File: src/rtl/adc_scan_pkg.sv
package adc_scan_pkg;
    localparam int DATA_W = 8;
    localparam int ADDR_W = 2;

    localparam logic [ADDR_W-1:0] ADDR_CTRL = 2'd0;
    localparam logic [ADDR_W-1:0] ADDR_LEN  = 2'd1;
    localparam logic [ADDR_W-1:0] ADDR_STAT = 2'd2;

    // CTRL bit positions (write and read)
    localparam int CB_START = 0;  // write: start strobe, read: scan active
    localparam int CB_STOP  = 1;  // write: stop strobe,  read: stop pending
    localparam int CB_SYNC  = 2;
    localparam int CB_LOOP  = 3;
    localparam int CB_IE    = 4;

    typedef struct packed {
        logic eos_ie;
        logic loop_mode;
        logic sync_en;
    } ctrl_t;

    function automatic ctrl_t ctrl_from_word(input logic [DATA_W-1:0] w);
        ctrl_t c;
        c.eos_ie    = w[CB_IE];
        c.loop_mode = w[CB_LOOP];
        c.sync_en   = w[CB_SYNC];
        return c;
    endfunction
endpackage

File: src/rtl/adc_scan_sync_edge.sv
module adc_scan_sync_edge (
    input  logic clk,
    input  logic rst,
    input  logic sync_in,
    output logic sync_pulse
);
    logic s_d1, s_d2;

    always_ff @(posedge clk) begin
        if (rst) begin
            s_d1 <= 1'b0;
            s_d2 <= 1'b0;
        end else begin
            s_d1 <= sync_in;
            s_d2 <= s_d1;
        end
    end

    assign sync_pulse = s_d1 & ~s_d2;
endmodule

File: src/rtl/adc_scan_regs.sv
module adc_scan_regs
    import adc_scan_pkg::*;
#(
    parameter int SLOT_W = 3
) (
    input  logic              clk,
    input  logic              rst,
    input  logic              reg_we,
    input  logic [ADDR_W-1:0] reg_addr,
    input  logic [DATA_W-1:0] reg_wdata,
    input  logic              sync_trig,
    input  logic              scan_active,
    input  logic              stop_pend,
    input  logic              eos_set,
    output ctrl_t             ctrl,
    output logic [SLOT_W-1:0] len,
    output logic              eos_flag,
    output logic              sw_start,
    output logic              stop_wr,
    output logic              eos_irq,
    output logic [DATA_W-1:0] reg_rdata
);
    logic we_ctrl, we_len, we_stat;

    assign we_ctrl  = reg_we && (reg_addr == ADDR_CTRL);
    assign we_len   = reg_we && (reg_addr == ADDR_LEN);
    assign we_stat  = reg_we && (reg_addr == ADDR_STAT);
    assign sw_start = we_ctrl && reg_wdata[CB_START];
    assign stop_wr  = we_ctrl && reg_wdata[CB_STOP];

    always_ff @(posedge clk) begin
        if (rst) begin
            ctrl     <= '0;
            len      <= '0;
            eos_flag <= 1'b0;
        end else begin
            if (we_ctrl)
                ctrl <= ctrl_from_word(reg_wdata);
            else if (sync_trig && !ctrl.loop_mode)
                ctrl.sync_en <= 1'b0;
            if (we_len)
                len <= reg_wdata[SLOT_W-1:0];
            if (eos_set)
                eos_flag <= 1'b1;
            else if (we_stat && reg_wdata[0])
                eos_flag <= 1'b0;
        end
    end

    assign eos_irq = eos_flag & ctrl.eos_ie;

    always_comb begin
        reg_rdata = '0;
        case (reg_addr)
            ADDR_CTRL: begin
                reg_rdata[CB_START] = scan_active;
                reg_rdata[CB_STOP]  = stop_pend;
                reg_rdata[CB_SYNC]  = ctrl.sync_en;
                reg_rdata[CB_LOOP]  = ctrl.loop_mode;
                reg_rdata[CB_IE]    = ctrl.eos_ie;
            end
            ADDR_LEN:  reg_rdata[SLOT_W-1:0] = len;
            ADDR_STAT: reg_rdata[0] = eos_flag;
            default:   reg_rdata = '0;
        endcase
    end
endmodule

File: src/rtl/adc_scan_seq.sv
module adc_scan_seq #(
    parameter int SLOT_W = 3
) (
    input  logic              clk,
    input  logic              rst,
    input  logic              start_req,
    input  logic              smp_done,
    input  logic              stop_wr,
    input  logic              loop_mode,
    input  logic [SLOT_W-1:0] len,
    output logic              scan_active,
    output logic              smp_req,
    output logic [SLOT_W-1:0] slot_idx,
    output logic              stop_pend,
    output logic              eos_set
);
    logic at_last, pass_done, end_now, start_ok;

    assign at_last   = (slot_idx == len);
    assign pass_done = scan_active && smp_done && at_last;
    assign end_now   = pass_done && (!loop_mode || stop_pend || stop_wr);
    assign start_ok  = start_req && !scan_active;
    assign eos_set   = pass_done;

    always_ff @(posedge clk) begin
        if (rst) begin
            scan_active <= 1'b0;
            smp_req     <= 1'b0;
            slot_idx    <= '0;
            stop_pend   <= 1'b0;
        end else begin
            smp_req <= 1'b0;
            if (start_ok) begin
                scan_active <= 1'b1;
                slot_idx    <= '0;
                smp_req     <= 1'b1;
                stop_pend   <= 1'b0;
            end else if (scan_active) begin
                if (stop_wr)
                    stop_pend <= 1'b1;
                if (smp_done) begin
                    if (at_last) begin
                        slot_idx <= '0;
                        if (end_now) begin
                            scan_active <= 1'b0;
                            stop_pend   <= 1'b0;
                        end else begin
                            smp_req <= 1'b1;
                        end
                    end else begin
                        slot_idx <= slot_idx + 1'b1;
                        smp_req  <= 1'b1;
                    end
                end
            end
        end
    end
endmodule

File: src/rtl/adc_scan_trig.sv
module adc_scan_trig
    import adc_scan_pkg::*;
#(
    parameter int SLOT_W = 3
) (
    input  logic              clk,
    input  logic              rst,
    input  logic              reg_we,
    input  logic [ADDR_W-1:0] reg_addr,
    input  logic [DATA_W-1:0] reg_wdata,
    output logic [DATA_W-1:0] reg_rdata,
    input  logic              sync_in,
    input  logic              smp_done,
    output logic              scan_active,
    output logic              smp_req,
    output logic [SLOT_W-1:0] slot_idx,
    output logic              eos_irq
);
    logic              sync_pulse, sync_trig, start_req;
    logic              sw_start, stop_wr, stop_pend, eos_set, eos_flag;
    ctrl_t             ctrl;
    logic [SLOT_W-1:0] len;

    adc_scan_sync_edge u_sync (
        .clk(clk), .rst(rst), .sync_in(sync_in), .sync_pulse(sync_pulse)
    );

    assign sync_trig = sync_pulse && ctrl.sync_en;
    assign start_req = sw_start || sync_trig;

    adc_scan_regs #(.SLOT_W(SLOT_W)) u_regs (
        .clk(clk), .rst(rst), .reg_we(reg_we), .reg_addr(reg_addr),
        .reg_wdata(reg_wdata), .sync_trig(sync_trig), .scan_active(scan_active),
        .stop_pend(stop_pend), .eos_set(eos_set), .ctrl(ctrl), .len(len),
        .eos_flag(eos_flag), .sw_start(sw_start), .stop_wr(stop_wr),
        .eos_irq(eos_irq), .reg_rdata(reg_rdata)
    );

    adc_scan_seq #(.SLOT_W(SLOT_W)) u_seq (
        .clk(clk), .rst(rst), .start_req(start_req), .smp_done(smp_done),
        .stop_wr(stop_wr), .loop_mode(ctrl.loop_mode), .len(len),
        .scan_active(scan_active), .smp_req(smp_req), .slot_idx(slot_idx),
        .stop_pend(stop_pend), .eos_set(eos_set)
    );
endmodule

File: config.mk
export PLATFORM = sky130hd
export DESIGN_NAME = adc_scan_trig
export DESIGN_NICKNAME = d
export VERILOG_FILES = /design/src/rtl/adc_scan_pkg.sv /design/src/rtl/adc_scan_sync_edge.sv /design/src/rtl/adc_scan_regs.sv /design/src/rtl/adc_scan_seq.sv /design/src/rtl/adc_scan_trig.sv
export SDC_FILE = /design/constraint.sdc
export NUM_CORES = 1
export LEC_CHECK = 0
export BUFFER_PORTS_ARGS = -buffer_cell sky130_fd_sc_hd__buf_2
export CORE_MARGIN = 4
export CORE_UTILIZATION = 35
export DETAILED_ROUTE_END_ITERATION = 8
export SYNTH_ARGS = -nofsm -noshare
export SYNTH_HDL_FRONTEND = slang
export SYNTH_SLANG_ARGS = --single-unit
File: constraint.sdc
create_clock -name clk -period 1.6 [get_ports clk]
set_input_delay 0.16 -clock clk [delete_from_list [all_inputs] [get_ports clk]]
set_output_delay 0.16 -clock clk [all_outputs]
set_load 0.02 [all_outputs]
# Word level (Yosys, flattened, before mapping)
# Index checks and enable logic that the tools add are counted.
[word_totals]
register_bits = 15
wordCells = 60
input_bits = 15
output_inout_bits = 14
[op_classes]
mux = 20
n_reduce_logical = 22
n_addsub = 1
n_eq_ne = 3
bitwise_logic = 3
[ops]
columns = ["op", "count"]
rows = [
  ["two-way mux 1 bit", 16],
  ["logical AND 1 bit", 12],
  ["case mux 2 bit (2 select lines)", 1],
  ["nonzero test 2 bit", 2],
  ["adder 3 x 1 -> 3 bit, second input constant", 1],
  ["equality test 3 bit", 1],
  ["logical OR 1 bit", 3],
  ["two-way mux 3 bit", 1],
  ["case mux 1 bit (3 select lines)", 1],
  ["AND 1 bit", 2],
  ["equality test 2 x 1 -> 1 bit, second input constant", 1],
  ["equality test 2 bit, second input constant", 1],
  ["logical NOT 1 bit", 2],
  ["logical NOT 2 bit", 1],
  ["two-way mux 2 bit", 1],
  ["AND reduction 2 bit", 1],
  ["OR reduction 2 bit", 1],
  ["NOT 1 bit", 1],
]

# Logic depth before layout (Yosys ltp)
# Gate-level depths: netlist of the first run.
[depth]
depth_word = 10
mapped_depth = 4
ltp_nobuf = 4

# Modules after synthesis
# From an unflattened synthesis of the first run, not the netlist that was laid out.
[hier_totals]
cells_unflattened = 83
hier_area_um2 = 784.5
[modules_own_cells]
columns = ["module", "area_per_inst_um2", "seq_area_each_um2", "cells_each", "n_inst"]
rows = [
  ["adc_scan_regs", 397.9, 140.1, 44, 1],
  ["adc_scan_seq", 311.5, 120.1, 32, 1],
  ["adc_scan_sync_edge", 61.3, 40.0, 5, 1],
  ["adc_scan_trig", 13.8, 0.0, 2, 1],
]

# Least setup slack after synthesis of the first run
# OpenSTA, ideal clock, no wires.
[synth_path]
path_kind = "register to output"
from = "reg u_seq.scan_active"
to = "out reg_rdata[0]"
t_required_ns = 1.440
arrival_ns = 1.124
path_stages_with_launch = 3
slack_ns = 0.316
cell_sequence = "dfxtp_1 -> mux2i_1 -> o21ai_0"
[synth_via]
elab_chain_cells = 1
[synth_lines]
columns = ["element", "line", "rtl"]
rows = [
  ["start, declared", "adc_scan_seq.sv:11", "output logic scan_active,"],
  ["start signal, assigned", "adc_scan_seq.sv:27", "scan_active <= 1'b0;"],
  ["start signal, assigned", "adc_scan_seq.sv:34", "scan_active <= 1'b1;"],
  ["start signal, assigned", "adc_scan_seq.sv:45", "scan_active <= 1'b0;"],
  ["case mux 1 bit (3 select lines)", "adc_scan_regs.sv:54", "case (reg_addr)"],
  ["end, declared", "adc_scan_trig.sv:11", "output logic [DATA_W-1:0] reg_rdata,"],
]
# Every way passes these cells.

# Final worst setup path of the first run
# Ends and elaborated chain as after synthesis.

==> summary.txt, run 1 <==
Status
  – Run status: finished clean

Setup path
  – WP data required: 1440 ps
  – Cells along the critical path: mux2i_1 > o21ai_0 > buf_2
  – Delay-heaviest family, CP: flip-flops
  – Slowest cell on crit path: dfxtp_1
  – Buffers and inverters on the worst path: 1
  – Crit-path max FO: 9
  – CP peak stage delay: 500 ps
  – Crit start category: flop
  – Critical path arrival: 1220 ps
  – Crit. End Element: output pin
  – Crit path kind: flop to output pin

Final layout
  – Fillers: 216
  – Antenna diodes: 0
  – Most common cell after layout, fill and taps aside: buf_2
  – Most frequent cells in the layout: buf_2, dfxtp_1, mux2i_1
  – Final Util: 42.9%
  – Share of cells above drive strength 1: 28.6%
  – Area Overhead vs Synth: 17.2%
  – Final nets: 122

STA
  – Endpoints failing hold: 0
  – Final Setup Violations: 0
  – Final Slew Violations: 0
  – Fin crit share: 86.2%
  – F_max: 0.725 GHz
  – RSZ-0062 raised after global routing: false
  – Max Clock Skew: 5.44 ps
  – Post-layout min period: 1380 ps
  – Setup TNS: 0 ps

Clocking
  – CTS tree: built
  – Root buffer selected by CTS: clkbuf_4
  – Worst skew pair latency: 280 ps
  – Clock Tree Buf Depth: 2
  – Post-CTS setup buffer count: 0
  – Total clock buffers created by CTS: 3
  – CTS sink count: 15
  – CTS clk-pin slew, worst paths: 90 ps
  – H-tree level count: 1
  – Post-cts resize count: 0
  – # hold bufs at CTS: 0

Route
  – Drt pass-1 iters: 4
  – Routed length per placed instance: 12.3 µm
  – DR vias/cell: 4.92
  – # DRC: 0
  – Routed vias: 654
  – ANT nets after route: 0
  – Iteration-0 DRC Markers: 8
  – Routed wire length: 1630 µm

Floorplanning
  – Num rows: 17
  – IO Pins: 29
  – Die Footprint: 0.00312 mm²
  – Die Y: 55.9 µm
  – Chip width: 55.9 µm
  – Initial core utilization: 36.6%
  – Core area: 0.00219 mm²

Global routing
  – Global-route wire length before repair: 2580 µm
  – Vias in the first global route: 566
  – Antenna violations before repair: 0
  – GRT Util Overall: 10.6%
  – GR Overflow Total: 0
  – Largest net degree at the start of global routing: 12

Synth
  – Synth Area in Adders: 1.56%
  – Post-Synthesis Cells: 83
  – Avg Synthesized Cell Area: 9.66 µm²
  – Post-synth EDFFs: 0
  – Synth Area in XOR/XNOR: 5.46%
  – Simple-Gate Fraction of Synth Area: 27.1%
  – Yosys warns: 0
  – Main combinational cell family by area after synthesis: simple AND/OR/NAND/NOR gates
  – Ys async rst share: 0%
  – Synth Flop Type: dfxtp_1
  – Biggest area consumer among synthesized cells: dfxtp_1
  – Compound-cell area share of the yosys netlist: 10.1%
  – Multiplexer share of the synthesized area: 11.2%
  – Top cells by area, synth: dfxtp_1, mux2i_1, buf_4, xor2_1, nor2_1
  – Share of the synthesized area in the top cell type: 37.4%
  – Sequential area share after synthesis: 37.4%
  – Netlist Area Pre-Place: 802 µm²
  – Yosys cell types: 34
  – Synthesized flop and latch total: 15

Placed design
  – PortBufs: 22
  – Routability cong.: 0.784
  – HPWL after DPL: 1250 µm

Hold path
  – Hold Crit Class: input port to flop

Power
  – Total power draw: 699 µW
  – PD cells: 744 mW/mm²
  – Peak supply drop: 0.340 mV
  – P_leak: 0.432 nW

Job
  – Maxcap violations: 0
## per-stage QoR
| step | area (µm²) | instances | hold slack (ps) | setup WS, ps |
|---|---|---|---|---|
| 6_report | 940 | 133 | 87.9 | 221 |
| 3_5_place_dp | 913 | 129 | 377 | 353 |
| 3_3_place_gp | 913 | 129 | 372 | 344 |
| 4_1_cts | 940 | 133 | 81.2 | 216 |
| 2_1_floorplan | 810 | 85 | 288 | 316 |
| 5_1_grt | 940 | 133 | 84.1 | 101 |
## worst reg2reg max path, delay by kind of cell, from the launching register on
family | cells | cell delay, ps
and+or+nand+nor | 1 | 190
buffers and inverters | 1 | 110
AOI/OAI and AO/OA | 1 | 410
DFF | 1 | 500
## cell families after synthesis
group / Yosys count
simple gates: 32
flops: 15
compound gates: 11
mux: 9
buf+inv: 9
xor+xnor: 5
fa+ha+maj: 1
other cells: 1
## state kept, by name, summed over array words and instances, names as in the netlist
signal	flops
u_seq.scan_active	1
u_regs.ctrl	3
u_seq.smp_req	1
u_regs.len	3
u_seq.stop_pend	1
u_sync.s_d2	1
u_regs.eos_flag	1
u_seq.slot_idx	3
u_sync.s_d1	1
## cells in the mapped netlist, types with 2 or more instances
| library cell | n |
|---|---|
| inv_1 | 3 |
| a21oi_1 | 2 |
| nor2b_1 | 3 |
| nand3b_1 | 3 |
| buf_4 | 5 |
| dfxtp_1 | 15 |
| xor2_1 | 4 |
| nor3_1 | 5 |
| nand2_1 | 2 |
| nor2_1 | 7 |
| mux2i_1 | 9 |
| and2_1 | 3 |
## path summary, 6_finish.rpt
path	startpoint	end	slack [ps]	cells past startpoint
worst max-delay path	u_seq.scan_active	reg_rdata[0]	220	3
worst min-delay path	sync_in	u_sync.s_d1	90	2
worst max register to register	u_seq.scan_active	u_seq.slot_idx[2]	320	3
worst min register to register	u_sync.s_d1	u_sync.s_d2	490	1
## layout make-up
| class | count | area (µm²) | share of cell area (%) |
|---|---|---|---|
| multi-input cells | 61 | 457 | 48.6 |
| repair buffers | 22 | 110 | 11.7 |
| well taps | 28 | 35.0 | 3.73 |
| inverters | 3 | 11.3 | 1.20 |
| clock buffers | 4 | 26.3 | 2.80 |
| flip-flops and latches | 15 | 300 | 32.0 |
## power by group
part | internal [mW] | switching, mW | leakage, nW
Combinational | 0.0383 | 0.0533 | 0.295
Sequential | 0.383 | 0.00921 | 0.122
Clock | 0.0967 | 0.119 | 0.0150
Total | 0.518 | 0.181 | 0.432
## metal layers
layer	up-vias	wire (µm)	global-route usage [%]
met5	-	0	0
met3	2	103	3.94
met2	19	704	14.2
met1	295	808	14.5
met4	0	14	5.76
li1	338	-	-
Note: power is estimated with default switching activity, not from simulation.
==> inputs of run 2 (changes only) <==
CORE_UTILIZATION = 47   (was 35)
PLACE_DENSITY = 0.76   (was default)
==> summary.txt, run 2 (same netlist as run 1, synthesis figures left out) <==
STA
  – Endpoints failing hold: 0 (unchanged)
  – Post-layout min period: 1360 ps (-21.3 ps)
  – RSZ-0062 raised after global routing: false
  – F_max: 0.737 GHz (+1.6%)
  – Fin crit share: 84.8% (-1.3 points)
  – Final Slew Violations: 0 (unchanged)
  – Hold WS: 80.8 ps (-7.16 ps)
  – Max Clock Skew: 3.90 ps (-1.54 ps)
  – Final Setup Violations: 0 (unchanged)
  – Setup TNS: 0 ps (unchanged)

Clocking
  – CTS sink count: 15 (unchanged)
  – Post-CTS setup buffer count: 0 (unchanged)
  – Worst skew pair latency: 280 ps (about the same)
  – Root buffer selected by CTS: clkbuf_4
  – Total clock buffers created by CTS: 3 (unchanged)
  – Clock Tree Buf Depth: 2 (unchanged)
  – CTS clk-pin slew, worst paths: 90 ps (about the same)
  – H-tree level count: 1 (unchanged)
  – CTS tree: built
  – Post-cts resize count: 0 (unchanged)
  – # hold bufs at CTS: 0 (unchanged)

Route
  – DR vias/cell: 5.64 (+15%)
  – Drt pass-1 iters: 5 (+1)
  – ANT nets after route: 0 (unchanged)
  – Iteration-0 DRC Markers: 13 (+5)
  – Routed vias: 683 (+4.4%)
  – # DRC: 0 (unchanged)
  – Routed length per placed instance: 13.4 µm (+9.6%)
  – Routed wire length: 1630 µm (-0.31%)

Setup path
  – Delay-heaviest family, CP: flip-flops
  – Critical path arrival: 1200 ps (-20 ps)
  – Slowest cell on crit path: dfxtp_1
  – Crit path kind: flop to output pin
  – Crit start category: flop
  – Buffers and inverters on the worst path: 1 (unchanged)
  – Crit-path max FO: 9 (unchanged)
  – CP peak stage delay: 490 ps (about the same)
  – Crit. End Element: output pin
  – WP data required: 1440 ps (about the same)
  – Cells along the critical path: mux2i_1 > o21ai_0 > buf_2

Floorplanning
  – Die Footprint: 0.00243 mm² (-22%)
  – Die Y: 49.3 µm (-12%)
  – IO Pins: 29 (unchanged)
  – Initial core utilization: 51.4% (+15 points)
  – Num rows: 14 (-3)
  – Chip width: 49.3 µm (-12%)
  – Core area: 0.00156 mm² (-29%)

Status
  – Run status: finished clean

Final layout
  – Antenna diodes: 0 (unchanged)
  – Biggest regs: u_regs.ctrl: 3 flops, u_regs.len: 3 flops, u_seq.slot_idx: 3 flops
  – Share of cells above drive strength 1: 29.5% (+0.95 points)
  – Area Overhead vs Synth: 15.4%
  – Most common cell after layout, fill and taps aside: buf_2
  – Fillers: 156 (-28%)
  – Final nets: 122 (unchanged)
  – Layout Cells excl Fill: 121 (-9.0%)
  – Most frequent cells in the layout: buf_2, dfxtp_1, mux2i_1

Placed design
  – Routability cong.: 0.833 (+6.2%)
  – PortBufs: 22 (unchanged)
  – HPWL after DPL: 1280 µm (+2.5%)
  – Dpl cells: 117 (-9.3%)

Global routing
  – Vias in the first global route: 651 (+15%)
  – GRT Util Overall: 14.3% (+3.7 points)
  – Largest net degree at the start of global routing: 12 (unchanged)
  – GR Overflow Total: 0 (unchanged)
  – Antenna violations before repair: 0 (unchanged)
  – Global-route wire length before repair: 2740 µm (+6.2%)

Power
  – Total power draw: 699 µW (about the same)
  – PD cells: 755 mW/mm² (+1.4%)
  – P_leak: 0.434 nW (+0.63%)
  – Peak supply drop: 0.577 mV (+70%)

Hold path
  – Hold Crit Class: input port to flop

Job
  – Maxcap violations: 0 (unchanged)
run 2: cell types whose count changed in the layout (fill, tap and decap cells not counted):
cell / change
clkbuf_1: -1
clkinv_2: +1
run 2: area by class of cell:
class                      count  area (µm²)  area share [%]
tap                           16        20.0            2.16
inverter                       3        11.3            1.22
clock inverter                 1        5.00           0.541
sequential                    15         300            32.4
timing repair buffer          22         110            11.9
multi-input combinational     61         457            49.3
clock buffer                   3        22.5            2.43
run 2: metal layers:
metal / global-route usage [%] / vias up / share of wire (%)
met2: 23.2 / 20 / 47
met1: 16.9 / 322 / 47
met3: 4.28 / 5 / 4.4
li1: - / 336 / -
met5: 0 / - / 0
met4: 6.64 / 0 / 1.7
run 2: path summary, 6_finish.rpt:
path                          start           endpoint  slack [ps]  depth (start not counted)
setup reg to reg  u_seq.scan_active  u_seq.slot_idx[2]         320                          3
hold / removal              sync_in        u_sync.s_d1          80                          2
hold reg to reg         u_sync.s_d1        u_sync.s_d2         490                          1
setup / recovery  u_seq.scan_active       reg_rdata[0]         240                          3
run 2: stage by stage:
step | cell area, µm² | worst slack [ps] | util (%)
finish | 926 | 243 | 59.4
global route | 926 | 83.7 | 59.4
floorplan | 810 | 316 | -
detailed placement | 898 | 335 | 57.6
CTS | 926 | 205 | 59.4
global placement | 898 | 363 | 57.6
run 2: report_power, final:
part / switching (mW) / internal, mW / leakage (nW) / total (mW)
clock network: 0.122 / 0.0929 / 0.0177 / 0.215
registers: 0.00912 / 0.383 / 0.122 / 0.392
logic: 0.0536 / 0.0383 / 0.295 / 0.0919
total: 0.184 / 0.514 / 0.434 / 0.699
==> inputs of run 3 (changes only) <==
clock period = 1.3 ns   (was 1.6 ns; I/O delays follow)
==> summary.txt, run 3 (same netlist as run 1, synthesis figures left out) <==
Status
  – Run status: finished clean

Setup path
  – FF-to-FF path depth: 3 (unchanged)
  – WP data required: 1500 ps (+60 ps)
  – Crit. End Element: flop
  – Critical path arrival: 1420 ps (+220 ps)
  – Cells along the critical path: and3b_4 > a221o_2 > nor3_1
  – Buffers and inverters on the worst path: 0 (-1)
  – Crit-path max FO: 4 (-5)
  – Reg-to-reg startpoint: u_sync.s_d2
  – Levels on crit path: 3 (unchanged)
  – CP peak stage delay: 400 ps (-90 ps)
  – Crit path from: u_sync.s_d2
  – Crit start category: flop
  – Slowest cell on crit path: a221o_2
  – Delay-heaviest family, CP: simple AND/OR/NAND/NOR gates
  – Crit path kind: flop to flop

STA
  – Max Clock Skew: 3.07 ps (-0.828 ps)
  – Setup TNS: 0 ps (unchanged)
  – Fin crit share: 93.7%
  – F_max: 0.821 GHz
  – RSZ-0062 raised after global routing: false
  – Endpoints failing hold: 0 (unchanged)
  – Hold WS: 62.9 ps (-17.8 ps)
  – Final Setup Violations: 0 (unchanged)
  – Final Slew Violations: 0 (unchanged)
  – Post-layout min period: 1220 ps

Clocking
  – Total clock buffers created by CTS: 3 (unchanged)
  – H-tree level count: 1 (unchanged)
  – Post-CTS setup buffer count: 0 (unchanged)
  – CTS sink count: 15 (unchanged)
  – Root buffer selected by CTS: clkbuf_4
  – CTS tree: built
  – Worst skew pair latency: 270 ps (about the same)
  – Clock Tree Buf Depth: 2 (unchanged)
  – CTS clk-pin slew, worst paths: 90 ps (about the same)

Floorplanning
  – Num rows: 14 (unchanged)
  – Core area: 0.00156 mm² (unchanged)
  – Die Y: 49.3 µm (unchanged)
  – Die Footprint: 0.00243 mm² (unchanged)
  – Chip width: 49.3 µm (unchanged)
  – Initial core utilization: 51.4% (unchanged)
  – IO Pins: 29 (unchanged)

Final layout
  – Biggest regs: u_regs.ctrl: 3 flops, u_regs.len: 3 flops, u_seq.slot_idx: 3 flops
  – Most common cell after layout, fill and taps aside: buf_2
  – Antenna diodes: 0 (unchanged)
  – Fillers: 154 (-1.3%)
  – Share of cells above drive strength 1: 30.5% (+0.95 points)
  – Final nets: 122 (unchanged)
  – Most frequent cells in the layout: buf_2, dfxtp_1, mux2i_1
  – Sequential cell area: 304 µm² (+1.3%)
  – Area Overhead vs Synth: 16.4%
  – Area of the multi-input gates: 462 µm² (+1.1%)
  – Final Util: 59.9% (+0.48 points)

Route
  – Routed wire length: 1670 µm (+2.6%)
  – Routed vias: 665 (-2.6%)
  – Drt pass-1 iters: 4 (-1)
  – DR vias/cell: 5.50 (-2.6%)
  – Routed length per placed instance: 13.8 µm (+2.6%)
  – Iteration-0 DRC Markers: 10 (-3)
  – ANT nets after route: 0 (unchanged)
  – # DRC: 0 (unchanged)

Global routing
  – Vias in the first global route: 634 (-2.6%)
  – Antenna violations before repair: 0 (unchanged)
  – GR Overflow Total: 0 (unchanged)
  – Global-route wire length before repair: 2730 µm (-0.51%)
  – GRT Util Overall: 14.4% (+0.13 points)
  – Largest net degree at the start of global routing: 12 (unchanged)

Placed design
  – PortBufs: 22 (unchanged)
  – HPWL after DPL: 1260 µm (-1.2%)
  – Routability cong.: 0.833 (unchanged)

Hold path
  – Hold Startpoint: sync_in
  – Hold Crit Class: input port to flop
  – Hold Path Depth: 2 (unchanged)

Power
  – Peak supply drop: 0.744 mV (+29%)
  – PD cells: 915 mW/mm² (+21%)
  – P_leak: 0.437 nW (+0.63%)

Job
  – Maxcap violations: 0 (unchanged)
[run 3: cell type report]
| cell class | instances | area share (%) |
|---|---|---|
| Clock buffer | 4 | 2.82 |
| Inverter | 3 | 1.21 |
| Multi-Input combinational cell | 61 | 49.5 |
| Sequential cell | 15 | 32.6 |
| Tap cell | 16 | 2.14 |
| Timing Repair Buffer | 22 | 11.8 |
[run 3: worst reg2reg max path, delay by kind of cell, from the launching register on]
family | cells | cell delay (ps)
flops | 1 | 340
compound gates | 1 | 400
simple gates | 2 | 410
[run 3: metal layers]
layer	wire (µm)	vias up	GRT usage [%]	share of wire, %
met5	0	-	0	0
met2	795	24	24.3	48
met1	753	298	16.2	45
li1	-	337	-	-
met4	36	0	9.48	2.2
met3	83	6	2.75	5.0
[run 3: worst paths after layout]
kind	endpoint	slack, ps
setup / recovery	u_seq.slot_idx[1]	80
hold / removal	u_sync.s_d1	60
setup reg to reg	u_seq.slot_idx[1]	80
hold reg to reg	u_sync.s_d2	490
[run 3: where the power goes]
group	switching [mW]	internal, mW	total [mW]
clock network	0.138	0.119	0.257
logic	0.0671	0.0477	0.115
registers	0.0114	0.470	0.482
[run 3: metrics by stage]
stage	cell area, µm²	setup slack [ps]	std cells	power, mW
2_1_floorplan	810	46.1	85	0.579
3_3_place_gp	898	64.2	117	0.604
3_5_place_dp	898	57.6	117	0.606
4_1_cts	926	34.3	121	0.867
5_1_grt	933	6.49	121	0.911
6_report	933	82.2	121	0.854
[run 3: repair_timing]
item	in CTS	in global routing
pin swaps	0	2
resized for setup	1	3
cloned	0	0
endpoints found under the setup margin	1	6
hold buffers	0	0
endpoints found under the hold margin	0	0
